==> config.mk <==
export PLATFORM = sky130hd
export DESIGN_NAME = clock_repl
export DESIGN_NICKNAME = d
export VERILOG_FILES = /design/src/rtl/clock_repl_pkg.sv /design/src/rtl/clock_repl_ctrl.sv /design/src/rtl/clock_repl_dp.sv /design/src/rtl/clock_repl.sv
export SDC_FILE = /design/constraint.sdc
export NUM_CORES = 1
export LEC_CHECK = 0
export CORE_MARGIN = 8
export CORE_UTILIZATION = 39
export DETAILED_ROUTE_END_ITERATION = 10
export DONT_BUFFER_PORTS = 1
export HOLD_SLACK_MARGIN = 0.15
export SYNTH_ARGS = -nofsm -noshare
export SYNTH_HDL_FRONTEND = slang
export SYNTH_SLANG_ARGS = --single-unit
==> constraint.sdc <==
create_clock -name clk -period 3 [get_ports clk]
set_input_delay 0.45 -clock clk [delete_from_list [all_inputs] [get_ports clk]]
set_output_delay 0.45 -clock clk [all_outputs]
set_load 0.03 [all_outputs]
==> src/rtl/clock_repl_pkg.sv <==
package clock_repl_pkg;

  typedef enum logic {
    ST_IDLE   = 1'b0,
    ST_SEARCH = 1'b1
  } clockState_t;

  typedef struct packed {
    logic takeHit;     // resident page accepted
    logic takeMiss;    // non-resident page accepted, start sweep
    logic sweepClear;  // frame under the candidate is passed over
    logic sweepLoad;   // candidate frame becomes the victim
  } clockStrobe_t;

endpackage

==> src/rtl/clock_repl_ctrl.sv <==
module clock_repl_ctrl
  import clock_repl_pkg::*;
(
  input  logic         clk,
  input  logic         rst,
  input  logic         reqValid,
  input  logic         lookupHit,
  input  logic         candTaken,
  output clockStrobe_t strb,
  output logic         busy,
  output logic         done
);

  clockState_t state, stateNext;

  always_comb begin
    strb      = '0;
    stateNext = state;
    unique case (state)
      ST_IDLE: begin
        if (reqValid) begin
          if (lookupHit) begin
            strb.takeHit = 1'b1;
          end else begin
            strb.takeMiss = 1'b1;
            stateNext     = ST_SEARCH;
          end
        end
      end
      ST_SEARCH: begin
        if (candTaken) begin
          strb.sweepClear = 1'b1;
        end else begin
          strb.sweepLoad = 1'b1;
          stateNext      = ST_IDLE;
        end
      end
      default: stateNext = ST_IDLE;
    endcase
  end

  always_ff @(posedge clk) begin
    if (rst) begin
      state <= ST_IDLE;
      done  <= 1'b0;
    end else begin
      state <= stateNext;
      done  <= strb.takeHit | strb.sweepLoad;
    end
  end

  assign busy = (state == ST_SEARCH);

endmodule

==> src/rtl/clock_repl_dp.sv <==
module clock_repl_dp
  import clock_repl_pkg::*;
#(
  parameter int NUM_FRAMES = 3,
  parameter int NUM_PAGES  = 8,
  parameter int FRAME_W    = $clog2(NUM_FRAMES),
  parameter int PAGE_W     = $clog2(NUM_PAGES)
) (
  input  logic               clk,
  input  logic               rst,
  input  clockStrobe_t       strb,
  input  logic [PAGE_W-1:0]  reqPage,
  output logic               lookupHit,
  output logic               candTaken,
  output logic               rspHit,
  output logic [FRAME_W-1:0] rspFrame,
  output logic               rspEvictValid,
  output logic [PAGE_W-1:0]  rspEvictPage
);

  localparam logic [FRAME_W-1:0] LAST_FRAME = FRAME_W'(NUM_FRAMES - 1);

  // frame-side state
  logic [PAGE_W-1:0]     framePage [NUM_FRAMES];
  logic [NUM_FRAMES-1:0] frameFull;
  // page-side state
  logic [FRAME_W-1:0]    pageFrame [NUM_PAGES];
  logic [NUM_PAGES-1:0]  pageRes;
  logic [NUM_PAGES-1:0]  pageRef;

  logic [FRAME_W-1:0] hand;
  logic [FRAME_W-1:0] candFrame;
  logic [PAGE_W-1:0]  candPage;
  logic [PAGE_W-1:0]  pendPage;

  assign candFrame = (hand == LAST_FRAME) ? '0 : hand + 1'b1;
  assign candPage  = framePage[candFrame];
  assign candTaken = frameFull[candFrame] & pageRef[candPage];
  assign lookupHit = pageRes[reqPage];

  always_ff @(posedge clk) begin
    if (rst) begin
      hand          <= LAST_FRAME;
      frameFull     <= '0;
      pageRes       <= '0;
      pageRef       <= '0;
      pendPage      <= '0;
      rspHit        <= 1'b0;
      rspFrame      <= '0;
      rspEvictValid <= 1'b0;
      rspEvictPage  <= '0;
      for (int f = 0; f < NUM_FRAMES; f++) framePage[f] <= '0;
      for (int p = 0; p < NUM_PAGES; p++)  pageFrame[p] <= '0;
    end else begin
      if (strb.takeHit) begin
        pageRef[reqPage] <= 1'b1;
        rspHit           <= 1'b1;
        rspFrame         <= pageFrame[reqPage];
        rspEvictValid    <= 1'b0;
        rspEvictPage     <= '0;
      end
      if (strb.takeMiss) begin
        pendPage <= reqPage;
      end
      if (strb.sweepClear) begin
        pageRef[candPage] <= 1'b0;
        hand              <= candFrame;
      end
      if (strb.sweepLoad) begin
        if (frameFull[candFrame]) begin
          pageRes[candPage] <= 1'b0;
          rspEvictValid     <= 1'b1;
          rspEvictPage      <= candPage;
        end else begin
          rspEvictValid <= 1'b0;
          rspEvictPage  <= '0;
        end
        framePage[candFrame] <= pendPage;
        frameFull[candFrame] <= 1'b1;
        pageRes[pendPage]    <= 1'b1;
        pageRef[pendPage]    <= 1'b1;
        pageFrame[pendPage]  <= candFrame;
        hand                 <= candFrame;
        rspHit               <= 1'b0;
        rspFrame             <= candFrame;
      end
    end
  end

endmodule

==> src/rtl/clock_repl.sv <==
module clock_repl
  import clock_repl_pkg::*;
#(
  parameter int NUM_FRAMES = 3,
  parameter int NUM_PAGES  = 8,
  parameter int FRAME_W    = $clog2(NUM_FRAMES),
  parameter int PAGE_W     = $clog2(NUM_PAGES)
) (
  input  logic               clk,
  input  logic               rst,
  input  logic               reqValid,
  input  logic [PAGE_W-1:0]  reqPage,
  output logic               busy,
  output logic               done,
  output logic               rspHit,
  output logic [FRAME_W-1:0] rspFrame,
  output logic               rspEvictValid,
  output logic [PAGE_W-1:0]  rspEvictPage
);

  clockStrobe_t strb;
  logic lookupHit;
  logic candTaken;

  clock_repl_ctrl u_ctrl (
    .clk      (clk),
    .rst      (rst),
    .reqValid (reqValid),
    .lookupHit(lookupHit),
    .candTaken(candTaken),
    .strb     (strb),
    .busy     (busy),
    .done     (done)
  );

  clock_repl_dp #(
    .NUM_FRAMES(NUM_FRAMES),
    .NUM_PAGES (NUM_PAGES),
    .FRAME_W   (FRAME_W),
    .PAGE_W    (PAGE_W)
  ) u_dp (
    .clk          (clk),
    .rst          (rst),
    .strb         (strb),
    .reqPage      (reqPage),
    .lookupHit    (lookupHit),
    .candTaken    (candTaken),
    .rspHit       (rspHit),
    .rspFrame     (rspFrame),
    .rspEvictValid(rspEvictValid),
    .rspEvictPage (rspEvictPage)
  );

endmodule

-- Yosys cells after proc, flatten, opt, wreduce, memory -nomap -nowiden
Memory sizes are Yosys's and may differ from the RTL's.
Cells that the tools add are included.
- register bits: 33
- bits in writable memories: 25
- bits of input ports: 6
- logic and storage cells: 95
- memories: 2
- memory list (name ; words ; width ; rd ports ; clocked after memory_dff ; wr ports ; line ; RTL):
    u_dp.pageFrame ; 8 ; 2 ; 1 ; 0 ; 8 ; clock_repl_dp.sv:27 ; logic [FRAME_W-1:0] pageFrame [NUM_PAGES];
    u_dp.framePage ; 3 ; 3 ; 1 ; 0 ; 3 ; clock_repl_dp.sv:24 ; logic [PAGE_W-1:0] framePage [NUM_FRAMES];
- add/subtract/negate cells: 1
- magnitude comparators: 8
- equal/unequal tests: 1
- multiplexer cells: 53
- bitwise gates (word level): 10
- reduce and logical (&&, ||, !) cells: 9
- operators by type and width (kind ; count):
    $mux 8 ; 8
    $or 8x8->8 ; 3
    $mux 1 ; 22
    $mux 2 ; 10
    $and 8x8->8 ; 2
    $mux 3 ; 5
    $lt 3x4->1 const B ; 3
    $demux 1 s3 ; 3
    $ge 3x1->1 const B ; 3
    $not 8->8 ; 1
    $bmux 1 s3 ; 2
    $logic_and 1x1->1 ; 4
    $reduce_bool 2->1 ; 2
    $reduce_or 2->1 ; 2
    $lt 2x3->1 const B ; 1
    $or 3x3->3 ; 1
    $reduce_or 3->1 ; 1
    $add 2x1->2 const B ; 1
    $bmux 1 s2 ; 1
    $demux 1 s2 ; 1
    $eq 2x2->1 const B ; 1
    $ge 2x1->1 const B ; 1
    $pmux 1 s2 ; 1
    $and 1x1->1 ; 1
    other kinds (2) ; 2

-- Depth between registers and ports, before layout
Gate-level depths: netlist (run 1).
An unclocked memory read counts as a cell.
- word-level depth: 13
- gate-level depth with buffers: 10

-- Cells and area by module
A second synthesis (run 1) with hierarchy kept.
- cells, all modules: 277
- area, all modules: 2791.4 µm²
- modules (own cells, without submodules) (module ; instances ; cells each ; area an instance (µm²) ; seq. area each (µm²)):
    clock_repl_dp ; 1 ; 269 ; 2693.8 ; 1371.3
    clock_repl_ctrl ; 1 ; 8 ; 97.6 ; 40.0

-- Least setup slack after synthesis (run 1)
Ideal clock, no wire load.
- path kind: register to register
- from: register u_dp.hand[0]
- to: memory u_dp.framePage[2][0] (netlist bit) (enable)
- arrival time: 2302 ps
- data required time: 2698 ps
- path slack: 396 ps
- cell stages (with the launch flop): 11
- buffers on the path: 3
- period minus slack after synthesis: 2604 ps
- path through: dfxtp_1 buf_6 mux2_4 mux2_2 or3_1 a21oi_2 nor2_1 or3_1 buf_2 buf_6 nand2_1
- RTL lines (what ; line ; RTL):
    from (decl) ; clock_repl_dp.sv:31 ; logic [FRAME_W-1:0] hand;
    from (signal assigned) ; clock_repl_dp.sv:67 ; hand <= candFrame;
    from (signal assigned) ; clock_repl_dp.sv:83 ; hand <= candFrame;
    to (decl) ; clock_repl_dp.sv:24 ;

==> results of run 1 <==
-- sequential cells by signal, summed over array words and instances, names as in the netlist --
name	cells
u_dp.pageFrame	16
u_dp.framePage	9
u_dp.pageRef	8
u_dp.pageRes	8
u_dp.frameFull	3
u_dp.pendPage	3
u_dp.rspEvictPage	3
u_dp.hand	2
u_dp.rspFrame	2
u_ctrl.busy	1
u_ctrl.done	1
u_dp.rspEvictValid	1
u_dp.rspHit	1
-- worst register-to-register path, delay by kind of cell (launching register included) --
| kind | cells | cell delay [ps] |
|---|---|---|
| multiplexers | 1 | 430 |
| flip-flops | 1 | 480 |
| AO/OA/AOI/OAI | 5 | 1270 |
| buffers and inverters | 1 | 280 |
-- worst paths after layout --
| kind | start | to | slack (ps) | cells past startpoint |
|---|---|---|---|---|
| max reg2reg | u_dp.hand[0]$_SDFFE_PP0P_ | u_dp.pageFrame[6][1]$_SDFFCE_PN0P_ | 260 | 7 |
| max | u_dp.hand[0]$_SDFFE_PP0P_ | u_dp.pageFrame[6][1]$_SDFFCE_PN0P_ | 260 | 7 |
| min reg2reg | u_dp.frameFull[2]$_SDFFE_PP0N_ | u_dp.frameFull[2]$_SDFFE_PP0N_ | 450 | 2 |
| min | rst | u_dp.frameFull[1]$_SDFFE_PP0N_ | 180 | 1 |
-- cells in the mapped netlist, types with 3 or more instances --
master | n | share of area (%)
a21oi_1 | 23 | 4.0
o311ai_0 | 3 | 0.91
a31oi_1 | 13 | 2.8
nand2_1 | 24 | 3.1
mux2_2 | 6 | 2.3
o21ai_1 | 3 | 0.52
inv_1 | 12 | 1.6
buf_2 | 4 | 0.69
nor4_1 | 5 | 1.1
nand3b_1 | 6 | 1.6
mux2i_1 | 12 | 4.2
nor2b_1 | 4 | 0.87
o32ai_1 | 4 | 1.2
o21ai_0 | 24 | 4.2
clkbuf_1 | 16 | 2.1
edfxtp_1 | 25 | 26
nor2_2 | 6 | 1.3
nand3_1 | 7 | 1.2
or3_1 | 4 | 0.87
nor2_1 | 45 | 5.9
dfxtp_1 | 33 | 23
-- per-layer routing --
layer | routed length [um] | share of wire [%] | vias to the layer above | track usage [%]
li1 | - | - | 1168 | -
met1 | 3490 | 45 | 1202 | 20.3
met2 | 3570 | 46 | 114 | 24.7
met3 | 623 | 8.0 | 17 | 3.75
met4 | 143 | 1.8 | 0 | 6.55
met5 | 0 | 0 | - | 0
-- report_power, final --
part           switching (mW)  total (mW)  internal [mW]
Sequential             0.0227       0.870          0.848
Combinational           0.107       0.162         0.0552
Clock                   0.309       0.654          0.345
Total                   0.439        1.69           1.25
-- cell usage in the layout, fill, tap and decap left out, drive strengths merged, types with 2 or more instances in the layout --
cell	instances
a31oi	13
clkinv	2
nand4	2
o32ai	4
a2bb2oi	2
a2111oi	2
o311ai	4
o211ai	2
nand3b	6
o21ai	27
or2	2
a21oi	24
clkbuf	14
a22oi	2
nor2b	4
mux2i	12
or3	4
nor2	51
o221ai	2
inv	12
nand2b	2
o21a	2
edfxtp	25
nand3	7
nor4	5
mux2	7
a311o	2
buf	12
nand2	24
dfxtp	33
-- final cells by class --
class	count	area, um^2
clock inverter	2	12.5
sequential	58	1410
fill	745	4040
multi-input combinational	223	1320
tap	99	124
clock buffer	14	163
timing repair buffer	12	90.1
inverter	13	48.8
-- cells by family (layout without fill, tap and decap cells) --
family | Yosys count | after routing
simple gates | 110 | 110
compound gates | 94 | 94
flops | 58 | 58
buf+inv | 35 | 41
mux | 19 | 19
-- through the flow --
stage | hold slack [ps] | cells | worst slack (ps) | util (%) | cell area, um^2
floorplan | 425 | 316 | 396 | - | 2880
global placement | 434 | 405 | 333 | 41.5 | 3000
detailed placement | 440 | 405 | 319 | 41.5 | 3000
CTS | 170 | 421 | 298 | 44.0 | 3170
global route | 166 | 421 | 31.4 | 44.0 | 3170
finish | 176 | 421 | 263 | 44.0 | 3170
==> flow_metrics.py, run 1 <==
metrics = {
    "worst_hold_path": {
        "hold_class": "in2reg",
    },
    "logic_synthesis": {
        "synth_fa_ha_area_share_pct": 0,
        "synth_xor_area_share_pct": 0,
        "synthCells": 316,
        "syn_nets": 322,
        "syn_area_per_cell_um2": 9.12,
        "synth_warnings": 0,
        "synth-compound-area-share_pct": 20.9,
        "synthSimpleGateAreaFrac_pct": 17.8,
        "synth.ff_latch_count": 58,
        "synth_edf_count": 25,
        "synthMuxAreaShare_pct": 7.03,
        "async_flop_share_pct": 0,
        "synth_area_mm2": 0.00288,
        "synth_top_family_by_area": "compound AO/OA/AOI/OAI gates",
        "yosysSeqAreaShare_pct": 49.0,
        "synthDistinctLibCells": 47,
        "synth_flop_cell": "dfxtp_1",
    },
    "detailed_routing": {
        "wirelength_mm": 7.83,
        "antenna_left": 0,
        "drt_iter0_drc": 283,
        "via_count": 2501,
        "drc_errors": 0,
        "drt_first_pass_iters": 5,
        "wire_per_inst_um": 18.6,
        "viasPerCell": 5.94,
    },
    "timing": {
        "worst_clock_skew_ps": 11.9,
        "hold_violations": 0,
        "tightest_slew_ps": 679,
        "rsz0062_at_grt": "no",
        "min_period_ps": 2740,
        "slew_viol_final": 0,
        "period_share_pct": 91.2,
        "fin_tns_setup_ps": 0,
        "fmax_mhz": 365,
        "slew_headroom_pct": 54.7,
        "finalSetupViolations": 0,
    },
    "clock_tree": {
        "ctsResizeCount": 0,
        "cts_buffer_depth": 2,
        "cts-htree-levels": 3,
        "clkSlewWorstSetupHoldPaths_ps": 70,
        "cts_tree": "yes",
        "cts_sinks": 58,
        "insertion_delay_ps": 340,
        "hold_buffers": 0,
        "root_buffer": "clkbuf_8",
        "numCtsBuffers": 9,
        "post-cts-setup-buffers": 0,
    },
    "worst_setup_path": {
        "path_max_fanout": 14,
        "max_stage_delay_ps": 480,
        "cp.arrival_ps": 2790,
        "end_kind": "flip-flop",
        "critPathKind": "reg2reg",
        "crit_slowest_cell": "dfxtp_1",
        "cp.buffers_inverters": 1,
        "critPathLaunchType": "flip-flop",
        "crit_family": "compound AO/OA/AOI/OAI gates",
        "required_ps": 3050,
        "path_cells": "mux2_2, o21ai_1, o41a_1, o211ai_1, o21ai_2, buf_4, o21ai_0",
    },
    "global_routing": {
        "grt_antenna_before_repair": 0,
        "grt_pass1_vias": 2357,
        "grt_pass1_wl_mm": 12.5,
        "grt_overflow": 0,
        "grt_max_degree": 32,
        "grt_util_all_layers_pct": 15.8,
    },
    "outcome": {
        "outcome": "complete, no violations",
    },
    "pwr": {
        "pwr_density_cell_mw_per_mm2": 532,
        "finalPower_mw": 1.69,
        "ir_drop_v": 0.000401,
        "p_leak_nw": 1.05,
    },
    "die": {
        "dieHeight_um": 102,
        "dieArea_mm2": 0.0104,
        "coreArea_mm2": 0.00721,
        "num_rows": 31,
        "initial_core_util_pct": 39.9,
        "die_x_um": 102,
        "io_pins": 15,
    },
    "layout": {
        "area_delta_synth_final_pct": 10.1,
        "fin_nets": 323,
        "n_antenna_cell": 0,
        "drive_gt1_share_pct": 13.0,
    },
    "placed_design": {
        "hpwl_mm": 5.37,
        "routabilityCongestion": 0.870,
        "io_buffers": 0,
    },
    "run": {
        "cap_violations": 0,
    },
}
No activity file was read; power rests on OpenSTA's default activity.
==> run 2, diff against run 1 <==
--- a/config.mk
+++ b/config.mk
@@ -6,7 +6,7 @@
 export NUM_CORES = 1
 export LEC_CHECK = 0
 export CORE_MARGIN = 8
-export CORE_UTILIZATION = 39
+export CORE_UTILIZATION = 50
 export DETAILED_ROUTE_END_ITERATION = 10
 export DONT_BUFFER_PORTS = 1
 export HOLD_SLACK_MARGIN = 0.15
==> constraint.sdc (replaced) <==
create_clock -name clk -period 3.37 [get_ports clk]
set_input_delay 0.5055 -clock clk [delete_from_list [all_inputs] [get_ports clk]]
set_output_delay 0.5055 -clock clk [all_outputs]
set_load 0.03 [all_outputs]
==> run 2 against run 1 <==
Net effect:
- first-iteration DRC count is 18% lower
- combinational power is 13% lower
- critical endpoint is now u_dp.pageFrame[6][0]$_SDFFCE_PN0P_
- design area is 0.83% lower
- clock skew is 5.6 ps lower
- power is 6.6% lower
- largest cell class unchanged
==> flow_metrics.py, run 2 (same netlist as run 1, synthesis figures left out) <==
metrics = {
    "clock_tree": {
        "clkSlewWorstSetupHoldPaths_ps": 70,
        "cts_buffer_depth": 2,
        "cts_tree": "yes",
        "hold_buffers": 0,
        "numCtsBuffers": 9,
        "ctsResizeCount": 0,
        "insertion_delay_ps": 340,
        "root_buffer": "clkbuf_8",
        "post-cts-setup-buffers": 0,
        "cts_sinks": 58,
        "cts-htree-levels": 3,
    },
    "worst_setup_path": {
        "cp.arrival_ps": 2720,
        "end_kind": "flip-flop",
        "cp.buffers_inverters": 1,
        "r2r-end": "u_dp.pageFrame[6][0]$_SDFFCE_PN0P_",
        "critPathLaunchType": "flip-flop",
        "max_stage_delay_ps": 490,
        "r2r_start": "u_dp.hand[0]$_SDFFE_PP0P_",
        "path_max_fanout": 16,
        "path_cells": "mux2i_1, o21ai_1, nand2_1, o211ai_1, o21ai_2, buf_4, o21ai_0",
        "required_ps": 3380,
        "rrSetupSlack_ps": 660,
        "crit_family": "compound AO/OA/AOI/OAI gates",
        "worstRegToRegCells": 7,
        "crit_slowest_cell": "dfxtp_1",
        "critPathKind": "reg2reg",
    },
    "global_routing": {
        "grt_pass1_vias": 2303,
        "grt_max_degree": 32,
        "grt_overflow": 0,
        "grt_pass1_wl_mm": 12.2,
        "grt_util_all_layers_pct": 18.3,
        "grt_antenna_before_repair": 0,
    },
    "timing": {
        "tightest_slew_ps": 678,
        "rsz0062_at_grt": "no",
        "finalSetupViolations": 0,
        "fin_tns_setup_ps": 0,
        "worst_hold_slack_ps": 231,
        "hold_violations": 0,
        "worst_clock_skew_ps": 6.33,
        "min_period_ps": 2710,
        "period_share_pct": 80.4,
        "slew_headroom_pct": 54.8,
        "fmax_mhz": 369,
        "slew_viol_final": 0,
    },
    "outcome": {
        "outcome": "complete, no violations",
    },
    "pwr": {
        "seq_power_share_pct": 49.2,
        "power_switching_mw": 0.394,
        "pwr-share-comb_pct": 8.9,
        "ir_drop_v": 0.000389,
        "p_int_mw": 1.18,
        "p_leak_nw": 1.04,
        "p_sw_share_pct": 25.0,
        "pwr_density_cell_mw_per_mm2": 501,
        "clockPowerShare_pct": 41.9,
    },
    "layout": {
        "drive_gt1_share_pct": 12.9,
        "fin_nets": 320,
        "final_common_cell": "nor2_1",
        "largest_register_ffs": 16,
        "n_fill_cell": 513,
        "top_regs": "u_dp.pageFrame: 16 flops, u_dp.framePage: 9 flops",
        "area_delta_synth_final_pct": 9.16,
        "largest_register": "u_dp.pageFrame",
        "n_antenna_cell": 0,
        "mostFrequentLayoutCells": "nor2_1 (45), dfxtp_1 (33), edfxtp_1 (25)",
    },
    "placed_design": {
        "io_buffers": 0,
        "hpwl_mm": 5.25,
        "routabilityCongestion": 0.875,
    },
    "detailed_routing": {
        "via_count": 2439,
        "drc_errors": 0,
        "wire_per_inst_um": 19.4,
        "wirelength_mm": 7.59,
        "drt_iter0_drc": 231,
        "drt_first_pass_iters": 5,
        "antenna_left": 0,
        "viasPerCell": 6.24,
    },
    "die": {
        "io_pins": 15,
        "die_x_um": 91.9,
        "dieHeight_um": 91.9,
        "initial_core_util_pct": 52.0,
        "dieArea_mm2": 0.00845,
        "coreArea_mm2": 0.00554,
        "num_rows": 27,
    },
    "worst_hold_path": {
        "hold_class": "in2reg",
        "min_from": "rst",
        "hold_end": "u_ctrl.done$_SDFF_PP0_",
        "worst_hold_path.num_cells": 1,
    },
    "run": {
        "cap_violations": 0,
    },
}
[run 2: cell count changes in the layout (fill, tap and decap cells not counted)]
| cell | before | now |
|---|---|---|
| bufinv_16 | 0 | 1 |
| clkinvlp_4 | 1 | 2 |
| buf_4 | 12 | 9 |
| o21ai_1 | 2 | 3 |
| clkbuf_1 | 3 | 1 |
| o21ai_0 | 24 | 23 |
[run 2: worst max-delay path by stage]
stage / start / endpoint / cells past startpoint
floorplan: u_dp.hand[0]$_SDFFE_PP0P_ / u_dp.framePage[2][0]$_SDFFCE_PN0P_ / 10
global placement: u_dp.hand[0]$_SDFFE_PP0P_ / u_dp.pageFrame[7][1]$_SDFFCE_PN0P_ / 7
detailed placement: u_dp.hand[0]$_SDFFE_PP0P_ / u_dp.pageFrame[6][0]$_SDFFCE_PN0P_ / 7
CTS: u_dp.hand[0]$_SDFFE_PP0P_ / u_dp.pageFrame[6][0]$_SDFFCE_PN0P_ / 7
global route: u_dp.hand[0]$_SDFFE_PP0P_ / u_dp.pageFrame[5][0]$_SDFFCE_PN0P_ / 7
finish: u_dp.hand[0]$_SDFFE_PP0P_ / u_dp.pageFrame[6][0]$_SDFFCE_PN0P_ / 7
[run 2: power by group through the flow]
stage | combinational [mW] | clock (mW) | sequential (mW)
global placement | 0.138 | 0 | 0.790
detailed placement | 0.137 | 0 | 0.791
CTS | 0.138 | 0.667 | 0.775
global route | 0.152 | 0.695 | 0.778
finish | 0.141 | 0.660 | 0.775
floorplan | 0.109 | 0 | 0.785
[run 2: cell type report]
type,count,area (um^2),share of cell area (%)
Clock buffer,12,155,4.93
Clock inverter,4,50.0,1.59
Inverter,13,48.8,1.55
Multi-Input combinational cell,223,1320,42.0
Sequential cell,58,1410,44.9
Tap cell,72,90.1,2.86
Timing Repair Buffer,9,67.6,2.15
[run 2: worst reg2reg max path, delay by kind of cell, from the launching register on]
| family | cells | cell delay, ps |
|---|---|---|
| AO/OA/AOI/OAI | 4 | 1250 |
| AND/OR/NAND/NOR | 1 | 300 |
| multiplexers | 1 | 160 |
| buffers and inverters | 1 | 210 |
| flip-flops | 1 | 490 |
[run 2: layer usage]
metal / wire (um) / track usage (%) / share of wire [%]
met5: 0 / 0 / 0
met4: 137 / 8.32 / 1.8
met3: 552 / 3.75 / 7.3
met2: 3270 / 26.3 / 43
met1: 3620 / 25.6 / 48
[run 2: metrics by stage]
stage               instance area, um^2  setup slack, ps  total power [mW]  util, %  std cells
CTS                                3150              721              1.58     56.8        391
finish                             3150              662              1.58     56.8        391
floorplan                          2880              766             0.894        -        316
detailed placement                 2940              746             0.928     53.1        375
global route                       3150              505              1.62     56.8        391
global placement                   2940              765             0.928     53.1        375
==> run 3, diff against run 2 <==
--- a/config.mk
+++ b/config.mk
@@ -10,6 +10,7 @@
 export DETAILED_ROUTE_END_ITERATION = 10
 export DONT_BUFFER_PORTS = 1
 export HOLD_SLACK_MARGIN = 0.15
+export PLACE_DENSITY = 0.68
 export SYNTH_ARGS = -nofsm -noshare
 export SYNTH_HDL_FRONTEND = slang
 export SYNTH_SLANG_ARGS = --single-unit
==> constraint.sdc (replaced) <==
create_clock -name clk -period 2.3 [get_ports clk]
set_input_delay 0.345 -clock clk [delete_from_list [all_inputs] [get_ports clk]]
set_output_delay 0.345 -clock clk [all_outputs]
set_load 0.03 [all_outputs]
==> run 3 against run 2 <==
Net effect:
- the flow now finishes with violations (negative setup slack)
- via count increased by 12%
- design area increased by 23%
- sequential share of layout area decreased by 8.4 points
- clock skew increased by 4.1 ps
- sequential power increased by 46%
- wire length increased by 14%
- non-clock buffer count increased by 38
- power increased by 61%
- setup slack got worse by 780 ps
- critical path depth increased by 1
- first-iteration DRC count increased by 39%
- clock power increased by 58%
==> flow_metrics.py, run 3 (same netlist as run 1, synthesis figures left out) <==
metrics = {
    "worst_setup_path": {
        "end_kind": "flip-flop",
        "cp.arrival_ps": 2590,
        "critPathKind": "reg2reg",
        "path_cells": "mux2_4, mux2_4, or3_4, a21oi_4, nor2_2, or3_4, buf_12, nor2_2",
        "rrSetupSlack_ps": -110,
        "required_ps": 2480,
        "path_max_fanout": 11,
        "max_stage_delay_ps": 390,
        "crit_slowest_cell": "or3_4",
        "cp-startpoint": "u_dp.hand[0]$_SDFFE_PP0P_",
        "r2r_start": "u_dp.hand[0]$_SDFFE_PP0P_",
        "critPathLaunchType": "flip-flop",
        "crit_family": "simple AND/OR/NAND/NOR gates",
        "cp.buffers_inverters": 1,
    },
    "pwr": {
        "power_switching_mw": 0.644,
        "p_sw_share_pct": 25.5,
        "pwr_density_cell_mw_per_mm2": 651,
        "ir_drop_v": 0.000550,
        "pwr-share-comb_pct": 14.0,
        "p_int_mw": 1.88,
        "p_leak_nw": 1.34,
        "seq_power_share_pct": 44.8,
        "finalPower_mw": 2.53,
        "clockPowerShare_pct": 41.2,
    },
    "layout": {
        "n_fill_cell": 379,
        "drive_gt1_share_pct": 31.9,
        "top_regs": "u_dp.pageFrame: 16 flops, u_dp.framePage: 9 flops",
        "fin_area_mm2": 0.00388,
        "largest_register_ffs": 16,
        "fin_nets": 358,
        "n_antenna_cell": 0,
        "largest_register": "u_dp.pageFrame",
        "final_common_cell": "nor2_1",
        "mostFrequentLayoutCells": "nor2_1 (37), dfxtp_1 (32), buf_4 (28)",
        "area_delta_synth_final_pct": 34.8,
    },
    "run": {
        "cap_violations": 0,
    },
    "timing": {
        "finalSetupViolations": 47,
        "fin_tns_setup_ps": -3090,
        "min_period_ps": 2410,
        "period_share_pct": 105,
        "worst_clock_skew_ps": 10.5,
        "tightest_slew_ps": 1210,
        "rsz0062_at_grt": "yes",
        "hold_violations": 0,
        "setup_ws_ps": -114,
        "fmax_mhz": 414,
        "slew_headroom_pct": 18.9,
        "slew_viol_final": 0,
        "worst_hold_slack_ps": 76.1,
    },
    "clock_tree": {
        "cts_sinks": 58,
        "numCtsBuffers": 9,
        "root_buffer": "clkbuf_8",
        "hold_buffers": 6,
        "insertion_delay_ps": 330,
        "cts_tree": "yes",
        "clkSlewWorstSetupHoldPaths_ps": 70,
        "cts-htree-levels": 3,
        "cts_buffer_depth": 2,
    },
    "outcome": {
        "violations": "negative setup slack",
        "outcome": "complete, but fails checks",
    },
    "detailed_routing": {
        "drt_first_pass_iters": 6,
        "wire_per_inst_um": 20.1,
        "viasPerCell": 6.35,
        "via_count": 2723,
        "antenna_left": 0,
        "drt_iter0_drc": 320,
        "wirelength_mm": 8.63,
        "drc_errors": 0,
    },
    "global_routing": {
        "grt_antenna_before_repair": 0,
        "grt_pass1_vias": 2535,
        "grt_pass1_wl_mm": 12.6,
        "grt_max_degree": 32,
        "grt_overflow": 0,
        "grt_util_all_layers_pct": 18.8,
    },
    "die": {
        "initial_core_util_pct": 52.0,
        "io_pins": 15,
        "dieHeight_um": 91.9,
        "dieArea_mm2": 0.00845,
        "coreArea_mm2": 0.00554,
        "num_rows": 27,
        "die_x_um": 91.9,
    },
    "placed_design": {
        "io_buffers": 0,
        "placedInstanceArea_mm2": 0.00314,
        "dp_worst_setup_slack_ps": -199,
        "routabilityCongestion": 0.886,
        "hpwl_mm": 5.36,
    },
    "worst_hold_path": {
        "hold_class": "in2reg",
        "min_from": "rst",
    },
}
run 3: cell count changes in the layout (fill, tap and decap cells not counted), moves of 4 or more:
cell / delta
nor2_1: -8
dlygate4sd3_1: +6
nor4_1: -4
buf_6: +8
buf_4: +19
nor2_2: +4
nor2_4: +4
o21ai_4: +8
o21ai_0: -11
nand2_1: -4
run 3: path summary, 6_finish.rpt:
| kind | endpoint | cells after the start |
|---|---|---|
| setup / recovery | u_dp.pageFrame[4][1]$_SDFFCE_PN0P_ | 8 |
| hold / removal | u_dp.frameFull[2]$_SDFFE_PP0N_ | 1 |
| setup reg to reg | u_dp.pageFrame[4][1]$_SDFFCE_PN0P_ | 8 |
| hold reg to reg | u_dp.frameFull[1]$_SDFFE_PP0N_ | 2 |
run 3: worst register-to-register path, cell delays in order, from the launching register on:
cell     delay [ps]
dfxtp_4         380
mux2_4          310
mux2_4          270
or3_4           400
a21oi_4         200
nor2_2           70
or3_4           390
buf_12          180
nor2_2           80
run 3: area by class of cell:
type | instances | area, um^2 | share of cell area (%)
clock inverter | 6 | 80.1 | 2.06
tap | 72 | 90.1 | 2.32
sequential | 58 | 1420 | 36.4
timing repair buffer | 47 | 460 | 11.9
inverter | 13 | 48.8 | 1.26
clock buffer | 10 | 138 | 3.54
multi-input combinational | 223 | 1650 | 42.5
run 3: routing by layer:
metal	track usage (%)	routed length (um)
met3	4.48	688
met4	8.19	216
met5	0	0
met1	23.6	3540
met2	30.0	4190
run 3: stage by stage:
stage / std cells / util (%)
after floorplan: 316 / -
after global placement: 398 / 56.7
after detailed placement: 398 / 56.7
after CTS: 425 / 64.5
after global routing: 429 / 70.1
final: 429 / 70.1
run 3: timing repair:
action / 4_1_cts / 5_1_grt
buffers inserted: 5 / 2
cloned: 0 / 2
hold endpoints to repair: 20 / 14
resized for setup: 31 / 54
setup endpoints to repair: 55 / 68
pin swaps: 3 / 24
run 3: power groups by stage:
stage,Clock (mW),Sequential (mW),Combinational [mW]
finish,1.04,1.13,0.355
global route,1.09,1.14,0.374
CTS,1.04,1.13,0.284
detailed placement,0,1.15,0.250
global placement,0,1.15,0.248
floorplan,0,1.15,0.166
